`config.mk`:
```
export PLATFORM = sky130hd
export DESIGN_NAME = dual_byte_dac_regs
export DESIGN_NICKNAME = d
export VERILOG_FILES = /design/src/rtl/dbd_pkg.sv /design/src/rtl/dbd_clr_sync.sv /design/src/rtl/dbd_decode.sv /design/src/rtl/dbd_channel.sv /design/src/rtl/dual_byte_dac_regs.sv
export SDC_FILE = /design/constraint.sdc
export NUM_CORES = 1
export LEC_CHECK = 0
export CAP_MARGIN = 20
export CORE_UTILIZATION = 35
export DETAILED_ROUTE_END_ITERATION = 6
export GPL_ROUTABILITY_DRIVEN = 0
export SLEW_MARGIN = 0
export SYNTH_ARGS = -nofsm -noshare
export SYNTH_HDL_FRONTEND = slang
export SYNTH_SLANG_ARGS = --single-unit
```
`constraint.sdc`:
```
create_clock -name clk -period 2.7 [get_ports clk]
set_clock_uncertainty 0.15 [all_clocks]
set_input_delay 0.27 -clock clk [delete_from_list [all_inputs] [get_ports clk]]
set_output_delay 0.27 -clock clk [all_outputs]
set_load 0.005 [all_outputs]
```
`src/rtl/dbd_pkg.sv`:
```
package dbd_pkg;
   // input-register slots, in address order
   typedef enum logic [1:0] {
      SLOT_A_LO = 2'd0,
      SLOT_A_HI = 2'd1,
      SLOT_B_LO = 2'd2,
      SLOT_B_HI = 2'd3
   } slot_e;

   localparam int SLOTS_PER_CH = 2;

   function automatic int cycles_for_ns(input int ns, input int period_ns);
      return (ns + period_ns - 1) / period_ns;
   endfunction
endpackage

```
`src/rtl/dbd_clr_sync.sv`:
```
module dbd_clr_sync #(
   parameter int STAGES = 2
) (
   input  logic clk,
   input  logic clr_n,
   output logic rst_ok
);
   logic [STAGES-1:0] chain;

   generate
      if (STAGES < 1) begin : g_bad
         $error("dbd_clr_sync: STAGES must be at least 1");
      end
   endgenerate

   always_ff @(posedge clk or negedge clr_n) begin
      if (!clr_n) chain <= '0;
      else        chain <= {chain[STAGES-2 >= 0 ? STAGES-2 : 0 : 0], 1'b1} & {STAGES{1'b1}};
   end

   assign rst_ok = chain[STAGES-1];
endmodule

```
`src/rtl/dbd_decode.sv`:
```
module dbd_decode #(
   parameter int N_SLOT = 4,
   parameter int ADDR_W = 2
) (
   input  logic              clk,
   input  logic              rst_ok,
   input  logic              cs_n,
   input  logic              wr_n,
   input  logic              upd_n,
   input  logic [ADDR_W-1:0] addr,
   output logic [N_SLOT-1:0] slot_we,
   output logic              load,
   output logic              upd_pulse
);
   logic sel_write;
   logic xfer_now;
   logic xfer_prev;

   generate
      if (N_SLOT > (1 << ADDR_W)) begin : g_bad
         $error("dbd_decode: address too narrow for slot count");
      end
   endgenerate

   assign sel_write = !cs_n && !wr_n;
   assign load      = !wr_n && !upd_n;
   assign xfer_now  = load && cs_n;

   generate
      for (genvar s = 0; s < N_SLOT; s++) begin : g_slot
         assign slot_we[s] = sel_write && (addr == ADDR_W'(s));
      end
   endgenerate

   always_ff @(posedge clk or negedge rst_ok) begin
      if (!rst_ok) begin
         xfer_prev <= 1'b0;
         upd_pulse <= 1'b0;
      end else begin
         xfer_prev <= xfer_now;
         upd_pulse <= xfer_now && !xfer_prev;
      end
   end
endmodule

```
`src/rtl/dbd_channel.sv`:
```
module dbd_channel #(
   parameter int BUS_W = 8,
   parameter int DAC_W = 12
) (
   input  logic             clk,
   input  logic             rst_ok,
   input  logic             lo_we,
   input  logic             hi_we,
   input  logic             load,
   input  logic [BUS_W-1:0] din,
   output logic [DAC_W-1:0] dac
);
   localparam int HI_W = DAC_W - BUS_W;

   logic [BUS_W-1:0] lo_q, lo_nx;
   logic [HI_W-1:0]  hi_q, hi_nx;

   // right-justified: upper lanes of the bus are dropped on nibble writes
   assign lo_nx = lo_we ? din : lo_q;
   assign hi_nx = hi_we ? din[HI_W-1:0] : hi_q;

   always_ff @(posedge clk or negedge rst_ok) begin
      if (!rst_ok) begin
         lo_q <= '0;
         hi_q <= '0;
         dac  <= '0;
      end else begin
         lo_q <= lo_nx;
         hi_q <= hi_nx;
         if (load) dac <= {hi_nx, lo_nx};
      end
   end
endmodule

```
`src/rtl/dual_byte_dac_regs.sv`:
```
module dual_byte_dac_regs #(
   parameter int BUS_W       = 8,
   parameter int DAC_W       = 12,
   parameter int SYNC_STAGES = 2,
   parameter int CLK_NS      = 10
) (
   input  logic             clk,
   input  logic             clr_n,
   input  logic             cs_n,
   input  logic             wr_n,
   input  logic             upd_n,
   input  logic [1:0]       addr,
   input  logic [BUS_W-1:0] bus_d,
   output logic [DAC_W-1:0] dac_a,
   output logic [DAC_W-1:0] dac_b,
   output logic             upd_pulse
);
   import dbd_pkg::*;

   localparam int N_CH   = 2;
   localparam int N_SLOT = N_CH * SLOTS_PER_CH;
   localparam int ADDR_W = $clog2(N_SLOT);

   generate
      if (DAC_W <= BUS_W || DAC_W > 2 * BUS_W) begin : g_bad_w
         $error("dual_byte_dac_regs: DAC_W must lie in (BUS_W, 2*BUS_W]");
      end
      if (ADDR_W != 2) begin : g_bad_a
         $error("dual_byte_dac_regs: address port is two bits");
      end
      if (CLK_NS < 1) begin : g_bad_clk
         $error("dual_byte_dac_regs: CLK_NS must be positive");
      end
   endgenerate

   logic              rst_ok;
   logic [N_SLOT-1:0] slot_we;
   logic              load;
   logic [DAC_W-1:0]  dac_v [N_CH];

   dbd_clr_sync #(.STAGES(SYNC_STAGES)) u_sync (
      .clk    (clk),
      .clr_n  (clr_n),
      .rst_ok (rst_ok)
   );

   dbd_decode #(.N_SLOT(N_SLOT), .ADDR_W(ADDR_W)) u_dec (
      .clk       (clk),
      .rst_ok    (rst_ok),
      .cs_n      (cs_n),
      .wr_n      (wr_n),
      .upd_n     (upd_n),
      .addr      (addr),
      .slot_we   (slot_we),
      .load      (load),
      .upd_pulse (upd_pulse)
   );

   generate
      for (genvar c = 0; c < N_CH; c++) begin : g_ch
         dbd_channel #(.BUS_W(BUS_W), .DAC_W(DAC_W)) u_ch (
            .clk    (clk),
            .rst_ok (rst_ok),
            .lo_we  (slot_we[c*SLOTS_PER_CH]),
            .hi_we  (slot_we[c*SLOTS_PER_CH+1]),
            .load   (load),
            .din    (bus_d),
            .dac    (dac_v[c])
         );
      end
   endgenerate

   assign dac_a = dac_v[0];
   assign dac_b = dac_v[1];
endmodule

```
==> metrics.yaml, run 1 <==
sta:
  setup_viol: 0
  hold_violations: 0
  fmax_mhz: 496.1
  rsz0062_at_grt: "no"
  fin_crit_ps: 2016
  hold_slack_ps: 21.59
  period_share: 0.7465
  finalSetupTns_ps: 0
  drv_slew: 0
synth:
  syn_avg_cell_area_um2: 17.64
  synth_top_area_frac: 0.6645
  ys_seq_area_frac: 0.6645
  ys_ff_latch: 52
  ys_top_cells_by_area: "dfrtp_1 (66%), mux2_2 (28%), nor4b_4 (2.4%)"
  yosysWarningCount: 0
  synth_area_leader_cell: "dfrtp_1"
  syn-num-nets: 126
  ys_types: 11
  syn_area_um2: 1958
  synthCells: 111
worst_setup_path:
  worstReg2RegEnd: "g_ch[1].u_ch.dac[3]$_DFFE_PN0P_"
  critPathKind: "input port to flip-flop"
  regToRegSetupSlack_ps: 1520
  startpoint: "wr_n"
  start_kind: "input port"
  cp_max_fo: 6
  rr_startpoint: "g_ch[1].u_ch.lo_q[3]$_DFF_PN0_"
  crit_required_ps: 2740
  end_kind: "flip-flop"
  worstPathArrival_ps: 2050
  ff2ff_path_depth: 2
power_and_ir_drop:
  swShare: 0.2338
  p_clk_frac: 0.219
  max-vdd-ir-drop_uv: 380.7
  internal-power_mw: 1.537
  p_leak_nw: 1.076
  p_switching_uw: 469.1
  power_frac_comb: 0.255
  p_per_area_nw_per_um2: 782.9
  sequentialPowerShare: 0.527
clock_tree:
  cts_max_level: 2
  cts_inserted_buffers: 5
  ctsRootBufferMaster: "clkbuf_8"
  cts.sinks: 52
  cts_tree: "built"
  postCtsSetupBuffers: 0
  cts_repair_resize_count: 0
  clk_latency_ps: 300
  cts_buffer_depth: 2
  clk_pin_slew_ps: 80
die:
  rows: 26
  dieArea_um2: 5897
  start_util: 0.3739
  io_pins: 40
  die_w_um: 76.80
  die_h_um: 76.80
  core_um2: 5238
route:
  drc: 0
  final_antenna_net_count: 0
  drt-vias-per-instance: 4.710
  firstDrtPassIters: 3
  drt_wl_total_mm: 3.607
  drt_iter0_markers: 23
  wl_per_cell_um: 15.61
  num_vias: 1088
cells_and_area:
  final_area_um2: 2562
  fin_nets: 175
  drive_gt1_frac: 0.3975
  antennaDiodeCount: 0
  layout.cells.non_filler: 231
  area_growth_pct: 30.86
hold_path:
  hp-class: "flip-flop to async pin"
global_route:
  antenna_found_initial: 0
  grt_overflow: 0
  grt_first_pass_wirelength_mm: 6.113
  grt_max_degree: 26
  grt_use_total: 0.1369
  grt_pass1_vias: 1198
placed_design:
  post-place-cells: 222
  dpl_cell_area_um2: 2462
  dpl.hpwl_mm: 2.591
  io_buffers: 39
outcome:
  outcome: "complete, no violations"
flow_run:
  drv_cap: 0
worst max-delay path by stage:
stage                                                 end  slack (ps)  cells past startpoint
after global placement    g_ch[0].u_ch.dac[4]$_DFFE_PN0P_         420                      5
after global routing      g_ch[0].u_ch.dac[1]$_DFFE_PN0P_         610                      5
after CTS                 g_ch[0].u_ch.dac[1]$_DFFE_PN0P_         660                      5
after detailed placement  g_ch[0].u_ch.dac[1]$_DFFE_PN0P_         340                      5
after floorplan           g_ch[1].u_ch.dac[0]$_DFFE_PN0P_         890                      4
final                     g_ch[0].u_ch.dac[1]$_DFFE_PN0P_         680                      5
what timing repair did:
action,CTS,global route
hold endpoints to repair,2,0
setup endpoints to repair,0,0
hold buffers,1,0
stage by stage:
step,power [mW],util,setup WS (ps)
floorplan,1.274,-,893.1
global placement,1.572,0.4701,421.0
detailed placement,1.596,0.4701,338.4
CTS,2.040,0.4893,660.9
global route,2.128,0.4893,607.5
finish,2.006,0.4893,684.4
flip-flops by register name, summed over array words and instances (netlist names):
register         count
g_ch.u_ch.lo_q      16
u_sync.chain         2
u_dec.xfer_prev      1
g_ch.u_ch.hi_q       8
u_dec.upd_pulse      1
g_ch.u_ch.dac       24
layer usage:
layer | up-vias | track usage | part of all wire
li1 | 489 | - | -
met1 | 561 | 0.1667 | 0.45
met3 | 6 | 0.04643 | 0.053
met2 | 32 | 0.2259 | 0.48
met5 | - | 0 | 0
met4 | 0 | 0.04615 | 0.014
cell families (layout without fill, tap and decap cells):
logic type             after synthesis  after routing  synth area share
DFF                                 52             52            0.6645
muxes                               48             48            0.2760
and+or+nand+nor                      7              7           0.04984
other                                1              1          0.001915
buffers and inverters                3             53          0.007665
cells in the final DEF (no fill, tap or decap), drive strengths merged:
cell and instances:
and2 1, nor4 1, and4bb 1, clkbuf 8, clkdlybuf4s50 39, nor2 1
nor2b 1, dfrtp 52, conb 1, mux2 48, buf 5, dlygate4sd3 1
nor4b 2
cell type report:
type	count	area, µm²
Tap cell	70	87.58
Fill cell	477	2675
Clock buffer	8	90.09
Sequential cell	52	1303
Multi-Input combinational cell	56	644.4
Timing Repair Buffer	45	437.9
critical path: stages:
cell and delay (ps):
clkdlybuf4s50_1 600, nor4_4 340, buf_4 220, mux2_2 360, mux2_2 260
power by group through the flow:
stage          clock [mW]  combinational [mW]  sequential, mW
2_1_floorplan           0               0.202            1.07
3_3_place_gp            0               0.504            1.07
3_5_place_dp            0               0.519            1.08
4_1_cts             0.456               0.522            1.06
5_1_grt             0.494               0.552            1.08
6_report            0.438               0.511            1.06
cell usage after synthesis:
cell type and instances:
dfrtp_1 52, mux2_2 48, buf_2 2, nor4b_4 2, and2_1 1, and4bb_1 1
clkbuf_2 1, conb_1 1, nor2_1 1, nor2b_1 1, nor4_4 1
Power figures use the tool's default switching activity.
==> inputs of run 2 (changes only) <==
Clock period 2.7 ns to 1.64 ns, I/O delays scaled along.
==> metrics.yaml, run 2 (synthesized netlist as in run 1, its figures left out) <==
global_route:
  grt_first_pass_wirelength_mm: 6.168  # +0.90%
  antenna_found_initial: 0  # unchanged
  grt_use_total: 0.1364  # -0.0004912
  grt_pass1_vias: 1201  # +0.25%
  grt_max_degree: 27  # +3.8%
  grt_overflow: 0  # unchanged
sta:
  drv_slew: 0  # unchanged
  setup_viol: 0  # unchanged
  fin_crit_ps: 1604
  hold_slack_ps: 91.34  # +69.75 ps
  rsz0062_at_grt: "no"
  hold_violations: 0  # unchanged
  period_share: 0.9782
  fmax_mhz: 623.4
route:
  num_vias: 1061  # -2.5%
  wl_per_cell_um: 15.28  # -2.2%
  drc: 0  # unchanged
  firstDrtPassIters: 2  # -1
  final_antenna_net_count: 0  # unchanged
  drt_wl_total_mm: 3.605  # about the same
  drt-vias-per-instance: 4.496  # -4.5%
  drt_iter0_markers: 49  # +110%
die:
  io_pins: 40  # unchanged
  die_w_um: 76.80  # unchanged
  core_um2: 5238  # unchanged
  die_h_um: 76.80  # unchanged
  rows: 26  # unchanged
  dieArea_um2: 5897  # unchanged
  start_util: 0.3739  # unchanged
cells_and_area:
  largest_reg_flops: 24  # unchanged
  fin_nets: 180  # +2.9%
  largest-register: "g_ch.u_ch.dac"
  seq_area_um2: 1303  # unchanged
  fillers: 466  # -2.3%
  area_growth_pct: 35.14
  drive_gt1_frac: 0.4398  # +0.04224
  antennaDiodeCount: 0  # unchanged
  multi_input_area_um2: 681.9  # +5.8%
  final_util: 0.5053  # +0.01601
  layout_common_cells: "dfrtp_1 (51), mux2_2 (38), clkdlybuf4s50_1 (35), mux2_4 (10), buf_4 (7)"
  largest_registers: "g_ch.u_ch.dac (24), g_ch.u_ch.lo_q (16), g_ch.u_ch.hi_q (8)"
  layout_commonest_cell: "dfrtp_1"
placed_design:
  dpl.hpwl_mm: 2.542  # -1.9%
  io_buffers: 39  # unchanged
clock_tree:
  cts_max_level: 2  # unchanged
  cts_inserted_buffers: 5  # unchanged
  clk_latency_ps: 300  # about the same
  cts_buffer_depth: 2  # unchanged
  cts_tree: "built"
  clk_pin_slew_ps: 90  # about the same
  ctsRootBufferMaster: "clkbuf_8"
  cts.sinks: 52  # unchanged
worst_setup_path:
  start_kind: "input port"
  crit_required_ps: 1670  # -1070 ps
  rr_startpoint: "g_ch[1].u_ch.hi_q[1]$_DFF_PN0_"
  cp_max_fo: 5  # -1
  startpoint: "wr_n"
  critPathKind: "input port to flip-flop"
  worstPathArrival_ps: 1640  # -410 ps
  end_kind: "flip-flop"
power_and_ir_drop:
  p_per_area_nw_per_um2: 1260  # +61%
  max-vdd-ir-drop_uv: 583.6  # +53%
  p_leak_nw: 1.142  # +6.2%
flow_run:
  drv_cap: 0  # unchanged
outcome:
  outcome: "complete, no violations"
hold_path:
  worstHoldStart: "cs_n"
  hp-class: "input port to flip-flop"
run 2: worst max-delay path, stage by stage:
cell	delay [ps]
dlygate4sd2_1	240
buf_6	140
nor4b_4	290
buf_4	180
mux2_2	340
mux2_2	270
run 2: area by class of cell:
| class | count | share of cell area |
|---|---|---|
| Clock inverter | 3 | 0.007092 |
| Clock buffer | 5 | 0.02600 |
| Tap cell | 70 | 0.03310 |
| Multi-Input combinational cell | 56 | 0.2577 |
| Timing Repair Buffer | 50 | 0.1839 |
| Sequential cell | 52 | 0.4922 |
run 2: repair_timing:
action                                 4_1_cts  5_1_grt
cloned                                       0        0
pin swaps                                    1        1
setup endpoints to repair                   24        8
setup buffers                                1        0
endpoints found under the hold margin        2        0
hold buffers                                 1        0
resized for setup                           15        2
run 2: layer usage:
layer / up-vias / track usage / routed length [µm]
li1: 495 / - / -
met1: 532 / 0.1716 / 1695
met2: 32 / 0.2152 / 1666
met3: 2 / 0.05238 / 231
met4: 0 / 0.04423 / 12
met5: - / 0 / 0
run 2: power breakdown:
part / leakage, nW / internal, mW / switching, mW
logic: 0.467 / 0.626 / 0.268
clock network: 0.0479 / 0.298 / 0.412
registers: 0.627 / 1.60 / 0.133
total: 1.14 / 2.52 / 0.814
run 2: worst paths after layout:
check	to	depth (start not counted)	slack, ps
worst min-delay path	u_dec.xfer_prev$_DFF_PN0_	2	90
worst max register to register	g_ch[1].u_ch.dac[9]$_DFFE_PN0P_	2	470
max in group asynchronous	u_sync.chain[1]$_DFF_PN0_	2	800
min in group asynchronous	g_ch[1].u_ch.dac[8]$_DFFE_PN0P_	1	110
worst max-delay path	g_ch[1].u_ch.dac[3]$_DFFE_PN0P_	6	40
worst min register to register	g_ch[1].u_ch.dac[8]$_DFFE_PN0P_	1	110
run 2: stage by stage:
stage	setup TNS (ps)	power, mW	worst slack [ps]	cell area, µm²	std cells
2_1_floorplan	-416.4	2.110	-58.78	1987	111
3_3_place_gp	-16630	2.601	-519.0	2512	226
3_5_place_dp	-17850	2.641	-544.5	2512	226
4_1_cts	0	3.387	19.94	2650	236
5_1_grt	0	3.525	7.136	2646	236
6_report	0	3.335	35.77	2646	236
